$ cat config.mk
export PLATFORM = sky130hd
export DESIGN_NAME = ctc_timer16
export DESIGN_NICKNAME = d
export VERILOG_FILES = /design/src/rtl/ctc_pkg.sv /design/src/rtl/ctc_prescaler.sv /design/src/rtl/ctc_count_fsm.sv /design/src/rtl/ctc_flags.sv /design/src/rtl/ctc_wave.sv /design/src/rtl/ctc_timer16.sv
export SDC_FILE = /design/constraint.sdc
export NUM_CORES = 1
export LEC_CHECK = 0
export ABC_CLOCK_PERIOD_IN_PS = 7600
export BUFFER_PORTS_ARGS = -buffer_cell sky130_fd_sc_hd__buf_4
export CAP_MARGIN = 25
export CORE_MARGIN = 2
export CORE_UTILIZATION = 30
export CTS_BUF_LIST = sky130_fd_sc_hd__clkbuf_16
export DETAILED_ROUTE_END_ITERATION = 16
export PLACE_DENSITY_LB_ADDON = 0.25
export SYNTH_ARGS = -nofsm -noshare
export SYNTH_HDL_FRONTEND = slang
export SYNTH_HIERARCHICAL = 1
export SYNTH_SLANG_ARGS = --single-unit
$ cat constraint.sdc
create_clock -name clk -period 7.6 [get_ports clk]
set_clock_uncertainty 0.1 [all_clocks]
set_input_delay 1.14 -clock clk [delete_from_list [all_inputs] [get_ports clk]]
set_output_delay 1.14 -clock clk [all_outputs]
set_load 0.005 [all_outputs]
$ cat src/rtl/ctc_pkg.sv
package ctc_pkg;

    localparam int          CTC_CNT_W     = 16;
    localparam int          CTC_PRE_W     = 10;
    localparam int          CTC_NFLAG     = 3;
    localparam logic [3:0]  MODE_TOP_CMPA = 4'd4;
    localparam logic [3:0]  MODE_TOP_CAP  = 4'd12;
    localparam logic [1:0]  OUT_TOGGLE    = 2'd1;

    // flag bit positions shared by flag_clr and the flag bank
    localparam int FLG_CMPA = 0;
    localparam int FLG_CAP  = 1;
    localparam int FLG_OVF  = 2;

    typedef enum logic [1:0] {
        ST_HALT    = 2'd0,
        ST_CLIMB   = 2'd1,
        ST_OVERRUN = 2'd2
    } run_state_e;

endpackage

$ cat src/rtl/ctc_prescaler.sv
module ctc_prescaler #(
    parameter int PRE_W = 10
) (
    input  logic       clk,
    input  logic       rst_n,
    input  logic [2:0] sel,
    output logic       run,
    output logic       tick
);

    logic [PRE_W-1:0] limit;
    logic [PRE_W-1:0] pre_q;

    // terminal value of the divider for each code
    always_comb begin
        run   = 1'b1;
        limit = '0;
        unique case (sel)
            3'd1:    limit = '0;
            3'd2:    limit = PRE_W'(7);
            3'd3:    limit = PRE_W'(63);
            3'd4:    limit = PRE_W'(255);
            3'd5:    limit = PRE_W'(1023);
            default: run   = 1'b0;
        endcase
    end

    always_ff @(posedge clk) begin
        if (!rst_n) begin
            pre_q <= '0;
        end else if (!run || pre_q >= limit) begin
            pre_q <= '0;
        end else begin
            pre_q <= pre_q + 1'b1;
        end
    end

    assign tick = run && (pre_q == limit);

endmodule

$ cat src/rtl/ctc_count_fsm.sv
module ctc_count_fsm
    import ctc_pkg::*;
#(
    parameter int CNT_W = 16
) (
    input  logic             clk,
    input  logic             rst_n,
    input  logic             go,
    input  logic             tick,
    input  logic             cnt_we,
    input  logic [CNT_W-1:0] cnt_wdata,
    input  logic [CNT_W-1:0] top_q,
    input  logic [CNT_W-1:0] top_nxt,
    output logic [CNT_W-1:0] count_q,
    output logic             match,
    output logic             wrap,
    output run_state_e       state_q
);

    localparam logic [CNT_W-1:0] CNT_MAX = '1;

    run_state_e       state_d;
    logic             step;
    logic             at_top;
    logic [CNT_W-1:0] count_d;

    assign at_top = (count_q == top_q);

    // output process: what this cycle's tick does in each state
    always_comb begin
        step  = 1'b0;
        match = 1'b0;
        wrap  = 1'b0;
        unique case (state_q)
            ST_HALT: begin
                step = 1'b0;
            end
            ST_CLIMB: begin
                step  = tick && !cnt_we;
                match = step && at_top;
                wrap  = step && (count_q == CNT_MAX);
            end
            ST_OVERRUN: begin
                // above TOP: only the run to the wrap is possible
                step  = tick && !cnt_we;
                wrap  = step && (count_q == CNT_MAX);
            end
        endcase
    end

    always_comb begin
        if (cnt_we) begin
            count_d = cnt_wdata;
        end else if (match) begin
            count_d = '0;
        end else if (step) begin
            count_d = count_q + 1'b1;
        end else begin
            count_d = count_q;
        end
    end

    // transition process
    always_comb begin
        state_d = state_q;
        unique case (state_q)
            ST_HALT: begin
                if (go) begin
                    state_d = (count_d > top_nxt) ? ST_OVERRUN : ST_CLIMB;
                end
            end
            ST_CLIMB: begin
                if (!go) begin
                    state_d = ST_HALT;
                end else if (count_d > top_nxt) begin
                    state_d = ST_OVERRUN;
                end
            end
            ST_OVERRUN: begin
                if (!go) begin
                    state_d = ST_HALT;
                end else if (count_d <= top_nxt) begin
                    state_d = ST_CLIMB;
                end
            end
        endcase
    end

    // state register
    always_ff @(posedge clk) begin
        if (!rst_n) begin
            state_q <= ST_HALT;
            count_q <= '0;
        end else begin
            state_q <= state_d;
            count_q <= count_d;
        end
    end

endmodule

$ cat src/rtl/ctc_flags.sv
module ctc_flags #(
    parameter int NFLAG = 3
) (
    input  logic             clk,
    input  logic             rst_n,
    input  logic [NFLAG-1:0] set_v,
    input  logic [NFLAG-1:0] clr_v,
    output logic [NFLAG-1:0] flag_q
);

    for (genvar i = 0; i < NFLAG; i++) begin : g_flag
        always_ff @(posedge clk) begin
            if (!rst_n) begin
                flag_q[i] <= 1'b0;
            end else if (set_v[i]) begin
                flag_q[i] <= 1'b1;
            end else if (clr_v[i]) begin
                flag_q[i] <= 1'b0;
            end
        end
    end

endmodule

$ cat src/rtl/ctc_wave.sv
module ctc_wave
    import ctc_pkg::*;
(
    input  logic       clk,
    input  logic       rst_n,
    input  logic       match,
    input  logic [1:0] out_mode,
    input  logic       pin_dir,
    output logic       wave_lvl,
    output logic       wave_pin
);

    always_ff @(posedge clk) begin
        if (!rst_n) begin
            wave_lvl <= 1'b0;
        end else if (match && out_mode == OUT_TOGGLE) begin
            wave_lvl <= !wave_lvl;
        end
    end

    assign wave_pin = pin_dir && wave_lvl;

endmodule

$ cat src/rtl/ctc_timer16.sv
module ctc_timer16
    import ctc_pkg::*;
#(
    parameter int CNT_W = CTC_CNT_W,
    parameter int PRE_W = CTC_PRE_W
) (
    input  logic             clk,
    input  logic             rst_n,
    input  logic [2:0]       clk_sel,
    input  logic [3:0]       wave_mode,
    input  logic [1:0]       out_mode,
    input  logic             pin_dir,
    input  logic             cnt_we,
    input  logic [CNT_W-1:0] cnt_wdata,
    input  logic             cmpa_we,
    input  logic [CNT_W-1:0] cmpa_wdata,
    input  logic             cap_we,
    input  logic [CNT_W-1:0] cap_wdata,
    input  logic [2:0]       flag_clr,
    output logic [CNT_W-1:0] count_o,
    output logic             cmpa_flag,
    output logic             cap_flag,
    output logic             ovf_flag,
    output logic             wave_pin
);

    logic [CNT_W-1:0]     cmpa_q, cap_q, cmpa_nxt, cap_nxt;
    logic [CNT_W-1:0]     top_q, top_nxt;
    logic                 mode_ok, cap_mode, pre_run, tick, go;
    logic                 match, wrap, wave_lvl;
    logic [CTC_NFLAG-1:0] flag_set, flag_q;
    run_state_e           run_state;

    assign cmpa_nxt = cmpa_we ? cmpa_wdata : cmpa_q;
    assign cap_nxt  = cap_we  ? cap_wdata  : cap_q;

    always_ff @(posedge clk) begin
        if (!rst_n) begin
            cmpa_q <= '0;
            cap_q  <= '0;
        end else begin
            cmpa_q <= cmpa_nxt;
            cap_q  <= cap_nxt;
        end
    end

    assign cap_mode = (wave_mode == MODE_TOP_CAP);
    assign mode_ok  = cap_mode || (wave_mode == MODE_TOP_CMPA);
    assign top_q    = cap_mode ? cap_q   : cmpa_q;
    assign top_nxt  = cap_mode ? cap_nxt : cmpa_nxt;
    assign go       = pre_run && mode_ok;

    ctc_prescaler #(.PRE_W(PRE_W)) u_pre (
        .clk   (clk),
        .rst_n (rst_n),
        .sel   (clk_sel),
        .run   (pre_run),
        .tick  (tick)
    );

    ctc_count_fsm #(.CNT_W(CNT_W)) u_cnt (
        .clk       (clk),
        .rst_n     (rst_n),
        .go        (go),
        .tick      (tick),
        .cnt_we    (cnt_we),
        .cnt_wdata (cnt_wdata),
        .top_q     (top_q),
        .top_nxt   (top_nxt),
        .count_q   (count_o),
        .match     (match),
        .wrap      (wrap),
        .state_q   (run_state)
    );

    always_comb begin
        flag_set           = '0;
        flag_set[FLG_CMPA] = match && !cap_mode;
        flag_set[FLG_CAP]  = match && cap_mode;
        flag_set[FLG_OVF]  = wrap;
    end

    ctc_flags #(.NFLAG(CTC_NFLAG)) u_flg (
        .clk    (clk),
        .rst_n  (rst_n),
        .set_v  (flag_set),
        .clr_v  (flag_clr),
        .flag_q (flag_q)
    );

    assign cmpa_flag = flag_q[FLG_CMPA];
    assign cap_flag  = flag_q[FLG_CAP];
    assign ovf_flag  = flag_q[FLG_OVF];

    ctc_wave u_wave (
        .clk      (clk),
        .rst_n    (rst_n),
        .match    (match),
        .out_mode (out_mode),
        .pin_dir  (pin_dir),
        .wave_lvl (wave_lvl),
        .wave_pin (wave_pin)
    );

endmodule

==> results.toml <==
[layout]
final_nets = 645
syn_to_final_growth_pct = 22.9
final_core_util_pct = 37.4
drive_gt1_share_pct = 25.0
diodes = 0
design_area_um2 = 5400

[worst_setup_path]
worstPathCellList = "buf_4 -> and4bb_2 -> buf_4 -> mux2_4 -> xor2_1 -> nor4_1 -> nand3_1 -> nor4_4 -> buf_4 -> or2_2 -> o21ai_0 -> ha_1 -> nand2_1 -> o21ai_0 -> a21o_1 -> o31a_1 -> or3_1 -> o211ai_1"
r2r_cells = 17
required_ns = 7.75
path_depth = 18
cp_max_fo = 18
r2r_slack_ns = 2.84
cp.arrival_ns = 5.91
critPathTopFamily = "simple AND/OR/NAND/NOR gates"
start_kind = "input port"
critPathSlowestCell = "and4bb_2"
crit_top_cell = "buf_4"
path_buf_inv = 3
r2r-end = "u_cnt/state_q[0]"
crit_path_end_kind = "flip-flop"
rr_startpoint = "u_pre/pre_q[7]"
critPathMaxStageDelay_ns = 0.74
critPathKind = "input port to flip-flop"

[detailed_routing]
drc_errors = 0
via_count = 3512
drtAntennaViolNets = 0
drtIter0Drc = 213
routed_via_density = 4.78
finalWirelength_um = 11500
drt_first_pass_iters = 4
wl_per_cell_um = 15.6

[clock_network]
htreeDepth = 3
cts_tree = "done"
post_cts_buffers = 0
worstSkewPairLatency_ns = 0.33
path_clk_slew_ns = 0.05
clockBufferDepth = 2
cts_hold_buf = 0
cts_resized = 0
clockRootBuffer = "clkbuf_16"
numCtsBuffers = 9
cts.sink_count = 64

[synthesis]
synth_commonest_cells = "64 x dfxtp_1, 50 x mux2i_1, 42 x nand2_1"
async_flop_share_pct = 0
yosys.area.top_type = "dfxtp_1"
synth_seq_area_share_pct = 29.2
synth-edff-count = 0
synth.most_common_cell = "dfxtp_1"
synthCells = 467
synth_seq_cells = 64
syn_area_per_cell_um2 = 9.40
synth_cell_types = 51
synth_top_area_share_pct = 29.2
yosysWarnings = 6
yosys-top-cells-area = "dfxtp_1 29%, mux2i_1 11%, ha_1 8.8%"
syn_nets = 564
ys.flop_type = "dfxtp_1"
synth.cell_area_um2 = 4390

[global_routing]
grt_use_total_pct = 15.2
grt_antenna_before_repair = 0
grt_max_degree = 60
first_global_vias = 3718
grt_remaining_overflow = 0
grt_pass1_wl_um = 19000

[timing]
hold_violations = 0
period_minus_slack_ns = 5.76
period_share_pct = 75.7
finalWorstSetupSlack_ns = 1.84
max_freq_ghz = 0.174
finalSetupTns_ns = 0
tightest_slew_ns = 0.889
drv_slew = 0
setup_viol = 0
rsz0062_at_grt = "false"
relSlewSlack_pct = 40.8

[die]
rows = 44
die_w_um = 125
fp.dieArea_um2 = 15600
start_util_pct = 30.4
fp.dieH_um = 125
ios = 86
core_area_um2 = 14400

[place]
hpwl_um = 8800
place_ws_ns = 1.44
gp_congestion = 0.810
placed_area_um2 = 5150
io_buffers = 85

[power_and_ir_drop]
powerDensity_nw_per_um2 = 172
ir_drop_v = 0.000103
p_leak_nw = 2.39

[worst_hold_path]
hold-path-endpoint = "u_wave/wave_lvl"
min_from = "u_wave/wave_lvl"
hp-class = "flip-flop to flip-flop"
worst_hold_path.num_cells = 2

[job]
drv_cap = 0

[run_status]
status = "finished, final reports clean"
-- cells in the final DEF, fill, tap and decap left out, types with 2 or more instances in the layout --
cell type	n
buf_4	89
dfxtp_1	64
mux2i_1	50
nand2_1	42
nor2b_1	38
inv_1	31
ha_1	31
xor2_1	29
and2_1	15
nor3_1	14
nand3_1	13
a21oi_1	13
mux2_4	12
xnor2_1	10
clkbuf_16	9
nand4_1	9
o21ai_0	8
o31ai_2	7
nor2_1	6
o31ai_1	6
mux2_2	4
nand2b_1	4
clkinv_1	3
nor3_2	3
nor4_1	3
and3_1	3
a21o_1	3
nor2b_4	3
o21a_1	3
nor4_4	2
o31a_1	2
nor4_2	2
and4_1	2
or2_1	2
o211ai_1	2
or3_1	2
-- stage by stage --
step                total power [mW]  cells  hold slack (ns)
floorplan                      0.511    467            0.341
global placement               0.580    721            0.365
detailed placement             0.585    721            0.380
CTS                            0.942    735            0.388
global route                   0.983    735            0.431
finish                         0.930    735            0.381
-- flip-flops by register name (all words and copies together), names as in the netlist --
signal	flops
cap_q	16
cmpa_q	16
u_cnt/count_q	16
u_cnt/state_q	2
u_flg/flag_q	3
u_pre/pre_q	10
u_wave/wave_lvl	1
-- per-layer routing --
layer  vias to the layer above  wire, um  GRT usage (%)
li1                       1784         -              -
met1                      1639      5320           19.4
met2                        73      5300           24.9
met3                        16       588           3.34
met4                         0       245           6.08
met5                         -         0              0
-- kinds of logic after synthesis --
kind of cell	synth area share, %
simple gates	23.4
mux	16.5
flops	29.2
compound gates	8.69
buf+inv	5.61
xor+xnor	7.78
fa+ha+maj	8.83
-- final cells by class --
type                       instances  area (um^2)
tap                              184          230
clock inverter                     5         18.8
multi-input combinational        355         2860
timing repair buffer              89          668
sequential                        64         1280
inverter                          29          109
fill                            1503         9030
clock buffer                       9          225
-- report_power, final --
| part | switching [mW] | total [mW] | leakage, nW | internal (mW) |
|---|---|---|---|---|
| Clock | 0.140 | 0.351 | 0.126 | 0.211 |
| Sequential | 0.0186 | 0.374 | 0.526 | 0.355 |
| Combinational | 0.107 | 0.205 | 1.74 | 0.0981 |
-- worst register-to-register path: cells and delay by family, from the launching register on --
family          cells  cell delay, ns
simple gates        8            2.29
fa+ha+maj           2            0.59
flops               1            0.34
buf+inv             1            0.34
compound gates      6            1.04
-- worst max path at each step --
stage            startpoint                to  slack [ns]
4_1_cts        wave_mode[0]  u_cnt/state_q[1]        1.80
2_1_floorplan    clk_sel[2]  u_cnt/state_q[0]        2.48
6_report       wave_mode[0]  u_cnt/state_q[0]        1.84
5_1_grt        wave_mode[0]  u_cnt/state_q[1]        1.39
3_5_place_dp   wave_mode[0]  u_cnt/state_q[0]        1.44
3_3_place_gp   wave_mode[0]  u_cnt/state_q[0]        1.62
(Power assumes the default switching activity.)
